===== config.mk =====
export PLATFORM = sky130hd
export DESIGN_NAME = cmpx_top
export DESIGN_NICKNAME = d
export VERILOG_FILES = /design/src/rtl/cmpx_pkg.sv /design/src/rtl/cmpx_sync.sv /design/src/rtl/cmpx_settle.sv /design/src/rtl/cmpx_channel.sv /design/src/rtl/cmpx_top.sv
export SDC_FILE = /design/constraint.sdc
export NUM_CORES = 1
export LEC_CHECK = 0
export BUFFER_PORTS_ARGS = -buffer_cell sky130_fd_sc_hd__clkbuf_2
export CORE_ASPECT_RATIO = 1.75
export CORE_MARGIN = 8
export CORE_UTILIZATION = 59
export CTS_CLUSTER_DIAMETER = 60
export DETAILED_ROUTE_END_ITERATION = 6
export HOLD_SLACK_MARGIN = 0.08
export PLACE_DENSITY = 0.91
export SKIP_LAST_GASP = 1
export SLEW_MARGIN = 10
export SYNTH_ARGS = -nofsm -noshare
export SYNTH_HDL_FRONTEND = slang
export SYNTH_SLANG_ARGS = --single-unit

===== constraint.sdc =====
create_clock -name clk -period 5.4 [get_ports clk]
set_input_delay 0.81 -clock clk [delete_from_list [all_inputs] [get_ports clk]]
set_output_delay 0.81 -clock clk [all_outputs]
set_load 0.1 [all_outputs]

===== src/rtl/cmpx_pkg.sv =====
package cmpx_pkg;
    localparam int REG_W    = 8;
    localparam int BIT_EN   = 5;
    localparam int BIT_PSEL = 4;
    localparam int BIT_NSEL = 3;
    localparam int BIT_OE   = 2;
    localparam int BIT_CO   = 1;
    localparam int BIT_FLAG = 0;

    typedef struct packed {
        logic en;
        logic psel;
        logic nsel;
        logic oe;
    } cmp_cfg_t;

    typedef struct packed {
        logic co;
        logic flag;
    } cmp_stat_t;

    function automatic cmp_cfg_t cfg_from_byte(input logic [REG_W-1:0] b);
        cmp_cfg_t c;
        c.en   = b[BIT_EN];
        c.psel = b[BIT_PSEL];
        c.nsel = b[BIT_NSEL];
        c.oe   = b[BIT_OE];
        return c;
    endfunction

    function automatic logic [REG_W-1:0] reg_image(input cmp_cfg_t c, input cmp_stat_t s);
        logic [REG_W-1:0] r;
        r           = '0;
        r[BIT_EN]   = c.en;
        r[BIT_PSEL] = c.psel;
        r[BIT_NSEL] = c.nsel;
        r[BIT_OE]   = c.oe;
        r[BIT_CO]   = s.co;
        r[BIT_FLAG] = s.flag;
        return r;
    endfunction
endpackage


===== src/rtl/cmpx_sync.sv =====
module cmpx_sync #(
    parameter int STAGES = 2
) (
    input  logic clk,
    input  logic rst,
    input  logic d,
    output logic q
);
    logic [STAGES-1:0] chain;

    generate
        if (STAGES == 1) begin : g_one
            always_ff @(posedge clk) begin
                if (rst) chain <= '0;
                else     chain <= d;
            end
        end else begin : g_many
            always_ff @(posedge clk) begin
                if (rst) chain <= '0;
                else     chain <= {chain[STAGES-2:0], d};
            end
        end
    endgenerate

    assign q = chain[STAGES-1];
endmodule


===== src/rtl/cmpx_settle.sv =====
module cmpx_settle #(
    parameter int CYCLES = 1250
) (
    input  logic clk,
    input  logic rst,
    input  logic start,
    input  logic stop,
    output logic settled
);
    localparam int CW = (CYCLES < 1) ? 1 : $clog2(CYCLES + 1);
    localparam logic [CW-1:0] LOAD = CW'(CYCLES);

    logic [CW-1:0] cnt;

    always_ff @(posedge clk) begin
        if (rst)                 cnt <= '0;
        else if (stop)           cnt <= '0;
        else if (start)          cnt <= LOAD;
        else if (cnt != '0)      cnt <= cnt - 1'b1;
    end

    assign settled = (cnt == '0);
endmodule


===== src/rtl/cmpx_channel.sv =====
module cmpx_channel
    import cmpx_pkg::*;
#(
    parameter int SETTLE_CYCLES = 1250,
    parameter int SYNC_STAGES   = 2
) (
    input  logic             clk,
    input  logic             rst,
    input  logic             sel_wr,
    input  logic [REG_W-1:0] wdata,
    input  logic             raw,
    output cmp_cfg_t         cfg,
    output cmp_stat_t        stat,
    output logic             settled,
    output logic             pin
);
    cmp_cfg_t cfg_q;
    logic     sync_q;
    logic     prev_q;
    logic     flag_q;
    logic     live;
    logic     change;
    logic     start;
    logic     stop;

    always_ff @(posedge clk) begin
        if (rst)         cfg_q <= '0;
        else if (sel_wr) cfg_q <= cfg_from_byte(wdata);
    end

    assign start = sel_wr &  wdata[BIT_EN] & ~cfg_q.en;
    assign stop  = sel_wr & ~wdata[BIT_EN];

    cmpx_settle #(.CYCLES(SETTLE_CYCLES)) u_settle (
        .clk     (clk),
        .rst     (rst),
        .start   (start),
        .stop    (stop),
        .settled (settled)
    );

    cmpx_sync #(.STAGES(SYNC_STAGES)) u_sync (
        .clk (clk),
        .rst (rst),
        .d   (raw),
        .q   (sync_q)
    );

    always_ff @(posedge clk) begin
        if (rst) prev_q <= 1'b0;
        else     prev_q <= sync_q;
    end

    assign live   = cfg_q.en & settled;
    assign change = live & (sync_q != prev_q);

    always_ff @(posedge clk) begin
        if (rst)                          flag_q <= 1'b0;
        else if (change)                  flag_q <= 1'b1;
        else if (sel_wr & ~wdata[BIT_FLAG]) flag_q <= 1'b0;
    end

    assign cfg       = cfg_q;
    assign stat.co   = live & sync_q;
    assign stat.flag = flag_q;
    assign pin       = raw & cfg_q.en & cfg_q.oe;
endmodule


===== src/rtl/cmpx_top.sv =====
module cmpx_top
    import cmpx_pkg::*;
#(
    parameter int          NUM_CMP       = 2,
    parameter int          ADDR_W        = 8,
    parameter logic [7:0]  BASE_ADDR     = 8'hAC,
    parameter int          SETTLE_CYCLES = 1250,
    parameter int          SYNC_STAGES   = 2
) (
    input  logic               clk,
    input  logic               rst,
    input  logic [ADDR_W-1:0]  bus_addr,
    input  logic               bus_wr,
    input  logic [REG_W-1:0]   bus_wdata,
    output logic [REG_W-1:0]   bus_rdata,
    input  logic [NUM_CMP-1:0] cmp_raw,
    input  logic [NUM_CMP-1:0] irq_en,
    output logic [NUM_CMP-1:0] pos_sel,
    output logic [NUM_CMP-1:0] neg_sel,
    output logic [NUM_CMP-1:0] cmp_pin,
    output logic               irq
);
    logic [NUM_CMP-1:0] bus_hit;
    logic [NUM_CMP-1:0] ch_en;
    logic [NUM_CMP-1:0] ch_oe;
    logic [NUM_CMP-1:0] ch_co;
    logic [NUM_CMP-1:0] ch_flag;
    logic [NUM_CMP-1:0] ch_settled;
    logic [REG_W-1:0]   ch_image [NUM_CMP];

    for (genvar i = 0; i < NUM_CMP; i++) begin : g_ch
        cmp_cfg_t  cfg;
        cmp_stat_t stat;

        assign bus_hit[i] = (bus_addr == ADDR_W'(BASE_ADDR + i));

        cmpx_channel #(
            .SETTLE_CYCLES (SETTLE_CYCLES),
            .SYNC_STAGES   (SYNC_STAGES)
        ) u_ch (
            .clk     (clk),
            .rst     (rst),
            .sel_wr  (bus_wr & bus_hit[i]),
            .wdata   (bus_wdata),
            .raw     (cmp_raw[i]),
            .cfg     (cfg),
            .stat    (stat),
            .settled (ch_settled[i]),
            .pin     (cmp_pin[i])
        );

        assign ch_en[i]    = cfg.en;
        assign ch_oe[i]    = cfg.oe;
        assign ch_co[i]    = stat.co;
        assign ch_flag[i]  = stat.flag;
        assign pos_sel[i]  = cfg.psel;
        assign neg_sel[i]  = cfg.nsel;
        assign ch_image[i] = reg_image(cfg, stat);
    end

    always_comb begin
        bus_rdata = '0;
        for (int i = 0; i < NUM_CMP; i++) begin
            if (bus_hit[i]) bus_rdata = bus_rdata | ch_image[i];
        end
    end

    assign irq = |(ch_flag & irq_en);
endmodule


# == After elaboration in Yosys (flattened, before gate mapping) ==
# Index checks and enable logic that the tools add are counted.
# W data, S select, Z words.
# totals
n_memories,0
latch_bits,0
output_inout_bits,15
regBits,38
ramBits,0
mem_bits_ro,0
input_bits,23
wordCells,73
# op_classes
div,0
reduce_logical,13
n_addsub,2
n_bitwise,26
eq_ne,4
n_lt_le_gt_ge,0
multipliers,0
n_shift,0
muxes,10
# op_table
operator,count
$mux W11,4
$logic_not A11 Y1,2
$reduce_bool A11 Y1,2
$sub A11 B1 Y11 const B,2
$and A1 B1 Y1,20
$eq A8 B8 Y1 const B,2
$mux W6,2
$reduce_bool A2 Y1,4
$or A6 B6 Y6,1
$reduce_or A2 Y1,3
$reduce_or A3 Y1,2
$mux W1,4
$not A1 Y1,4
$and A2 B2 Y2,1
$ne A1 B1 Y1,2

# == Depth between registers and ports, before layout ==
# logic_depth
depth_word,6
depth_mapped,7
mapped_depth_nobuf,6

# == Hierarchy ==
# From an unflattened synthesis, not the netlist that was laid out.
# hier_totals
cells_unflattened,222
area_unflattened_um2,2008.2
# modules_own_cells
mod,cells_per_inst,area_each_um2,seq_area_each_um2,instances
cmpx_settle,69,596.8,220.2,2
cmpx_channel,26,266.5,120.1,2
cmpx_top,24,176.4,0.0,1
cmpx_sync,4,52.6,40.0,2

# == Worst setup path before layout ==
# OpenSTA, ideal clock, no wires.
# synth_timing
path_type,in2out
from,in bus_addr[1]
to,out bus_rdata[1]
required_time_ps,4590
slack_ps,1634
path_buffers,1
path_stages,4
arrival_ps,2956
cell_sequence,nand4bb_1 or2_1 buf_2 a21oi_1
# synth_between
elab_chain_len,4
word_cells_on_any_way,5
classes_between,eq/ne: 2; mux: 2; bitwise: 1
# synth_lines
item,line,source
start: declaration,cmpx_top.sv:12,"input logic [ADDR_W-1:0] bus_addr,"
$eq A8 B8 Y1,cmpx_top.sv:35,assign bus_hit[i] = (bus_addr == ADDR_W'(BASE_ADDR + i));
$mux W6,cmpx_top.sv:64,if (bus_hit[i]) bus_rdata = bus_rdata | ch_image[i];
$or A6 B6 Y6,cmpx_top.sv:64,
$mux W6 (*),cmpx_top.sv:64,
end: declaration,cmpx_top.sv:15,"output logic [REG_W-1:0] bus_rdata,"
# Every way passes the cells marked *; elsewhere a longest branch is shown, timed or not.

# == Worst setup path after layout ==
# layout_timing
from,reg g_ch[1].u_ch.u_settle.cnt[0]
to,out bus_rdata[1]
# layout_between
elab_chain_len,5
# layout_lines
item,line,source
start: declaration,cmpx_settle.sv:13,logic [CW-1:0] cnt;
start signal: assignment,cmpx_settle.sv:19,else if (cnt != '0) cnt <= cnt - 1'b1;
$logic_not A11 Y1,cmpx_settle.sv:22,assign settled = (cnt == '0);
$and A1 B1 Y1,cmpx_channel.sv:54,assign live = cfg_q.en & settled;
$and A1 B1 Y1,cmpx_channel.sv:64,assign stat.co = live & sync_q;
$or A6 B6 Y6,cmpx_top.sv:64,
$mux W6,cmpx_top.sv:64,
# No other way between the ends.

==> metrics <==
Core Area=3330 um^2; Synth cell types=48; RSZ-0062 raised after global routing=false; most frequent cells in the layout=38 x dfxtp_1, 32 x clkbuf_2, 30 x nor2_1; CP startpoint kind=flip-flop; Worst Path Class, Setup=flip-flop to output port; WL per Instance=14.7 um; Post-CTS Setup Inserts=0; I/O pins=38; 1st-iter DRT viols=34; Via-to-Cell Ratio=5.61; Critical Path Sink Type=output port; Worst-Skew Late Latency=0.28 ns; Crit Path Max Fanout=12; crit-path max cell delay=0.49 ns; placed cell areas=2120 um^2; total power=0.00121 W; Worst IR Drop VDD=0.416 mV; Area growth, synth to finish=10.4%; Tmin final=3.44 ns; Critical Path RT=4.59 ns; FP Rows=28; YS warnings=0; Pre-Repair DR Iteration Count=4; Initial Util=0.603; Final Cell Area=2210 um^2; flops & latches, synth=38; f_max=290 MHz; clock root buffer=clkbuf_8; H-tree levels=2; IO buf count=32; Num CTS Buffers=5; die width=60.1 um; Hold Buf Count CTS=0; Layout Skew=0.00665 ns; crit-path cells=inv_1, ha_1, or4b_4, nor3_4, nand4_1, a21oi_1, clkbuf_2; clk sinks=38; Lkg Pwr=0.909 nW; max-cap violations=0; Die Ht=93.1 um; RD Place Congestion=0.796; Max-Slew Margin vs Limit=0.634; ys flop type=dfxtp_1; setup violators final=0; Worst-path clk slew=0.07 ns; mean area per synthesized cell=9.46 um^2; largest net degree at the start of global routing=18; Final period util=0.638; total grt overflow=0; # DRC=0; Seq/Total Area, Yosys=0.379; mapped cell area=2010 um^2; first-pass GRT wire length=7030 um; share of cells above drive strength 1=0.230; vias in the first global route=1697; total die area=5590 um^2; Hold Crit Class=flip-flop to flip-flop; Mapped Cells=212; Routed WL=4160 um; largest buffer count on any clock path=2; ys async rst share=0; ant diodes=0; Final Hold Fails=0; Routed Antenna Nets=0; Cell Pwr Density=549 nW/um^2; most common cell after layout, fill and taps aside=dfxtp_1; DP HPWL=3240 um; initial antenna violation count=0; critical-path cell with the highest stage delay=or4b_4; data arrival time of the critical path=2.63 ns; final-report max-slew violation count=0; EDFF count, synth=0; final net count=265; Worst Tran Pin Value=0.552 ns; Vias=1592; Fin Setup TNS=0 ns; CTS tree=built; outcome=finished, final reports clean; Post-CTS Resized=0; gr usage total=0.161
## state kept, by name, indices dropped and copies added, names as in the netlist
signal	count
g_ch.u_ch.cfg	8
g_ch.u_ch.flag_q	2
g_ch.u_ch.prev_q	2
g_ch.u_ch.u_settle.cnt	22
g_ch.u_ch.u_sync.chain	4
## final cells by class
type | count | area (um^2)
Inverter | 8 | 30.0
Multi-Input combinational cell | 153 | 1110
Tap cell | 45 | 56.3
Clock buffer | 7 | 86.3
Sequential cell | 38 | 761
Clock inverter | 1 | 5.00
Fill cell | 258 | 1110
Timing Repair Buffer | 32 | 160
## final timing paths
check	to	cells past startpoint	startpoint	slack, ns
max	bus_rdata[1]	7	g_ch[1].u_ch.u_settle.cnt[0]	1.96
min	g_ch[0].u_ch.u_sync.chain[1]	1	g_ch[0].u_ch.u_sync.chain[0]	0.44
max reg2reg	g_ch[1].u_ch.u_settle.cnt[1]	6	g_ch[1].u_ch.u_settle.cnt[0]	3.34
min reg2reg	g_ch[0].u_ch.u_sync.chain[1]	1	g_ch[0].u_ch.u_sync.chain[0]	0.44
## logic make-up after synthesis
logic type | Yosys count | share of synthesized area
AO/OA/AOI/OAI | 35 | 0.140
XOR/XNOR | 7 | 0.0306
adder cells (fa/ha/maj) | 4 | 0.0250
buffers and inverters | 22 | 0.0667
flip-flops | 38 | 0.379
multiplexers | 18 | 0.0911
other | 1 | 0.00187
AND/OR/NAND/NOR | 87 | 0.266
## Yosys cell counts (all sizes together) (2+ instances only)
master | count | area share
o21a | 2 | 0.0075
nor3b | 3 | 0.011
o41ai | 2 | 0.027
or3b | 2 | 0.0087
mux2i | 16 | 0.080
nand3b | 3 | 0.011
nor3 | 5 | 0.026
nor4 | 4 | 0.022
nand2b | 3 | 0.0094
mux2 | 2 | 0.011
or3 | 5 | 0.016
xnor2 | 4 | 0.017
a21oi | 12 | 0.030
o31ai | 7 | 0.029
nand4 | 2 | 0.0062
ha | 4 | 0.025
nand3 | 3 | 0.0075
or4 | 5 | 0.022
inv | 8 | 0.015
xor2 | 3 | 0.013
nor2 | 30 | 0.056
a21o | 2 | 0.0075
nand2 | 8 | 0.015
buf | 13 | 0.050
and3 | 3 | 0.0094
a31oi | 5 | 0.019
nor2b | 6 | 0.019
o21ai | 2 | 0.0050
dfxtp | 38 | 0.38
## report_power, final
part	leakage [nW]	switching (W)	internal (W)	total, W
sequential	0.311	0.0000776	0.000360	0.000437
combinational	0.550	0.000312	0.000267	0.000579
clock	0.0482	0.0000955	0.000103	0.000198
## metal layers
metal	track usage	vias to the layer above	wire length, um
met4	0.0802	0	116
met1	0.145	763	1570
met2	0.310	26	2390
met3	0.0371	10	90
met5	0	-	0
li1	-	793	-
## stage by stage
stage | std cells | worst slack, ns | hold WS [ns] | util
finish | 284 | 1.96 | 0.438 | 0.665
global route | 284 | 1.78 | 0.449 | 0.665
CTS | 284 | 1.96 | 0.435 | 0.665
detailed placement | 276 | 2.28 | 0.426 | 0.638
global placement | 276 | 2.33 | 0.418 | 0.638
floorplan | 213 | 1.63 | 0.414 | -
## worst max-delay path: cells and delay by family (launching register included)
| kind | cells | cell delay (ns) |
|---|---|---|
| AOI/OAI and AO/OA | 1 | 0.20 |
| buffers and inverters | 2 | 0.60 |
| DFF | 1 | 0.31 |
| and+or+nand+nor | 3 | 1.06 |
| adders and majority gates | 1 | 0.17 |
(Power assumes the default switching activity.)
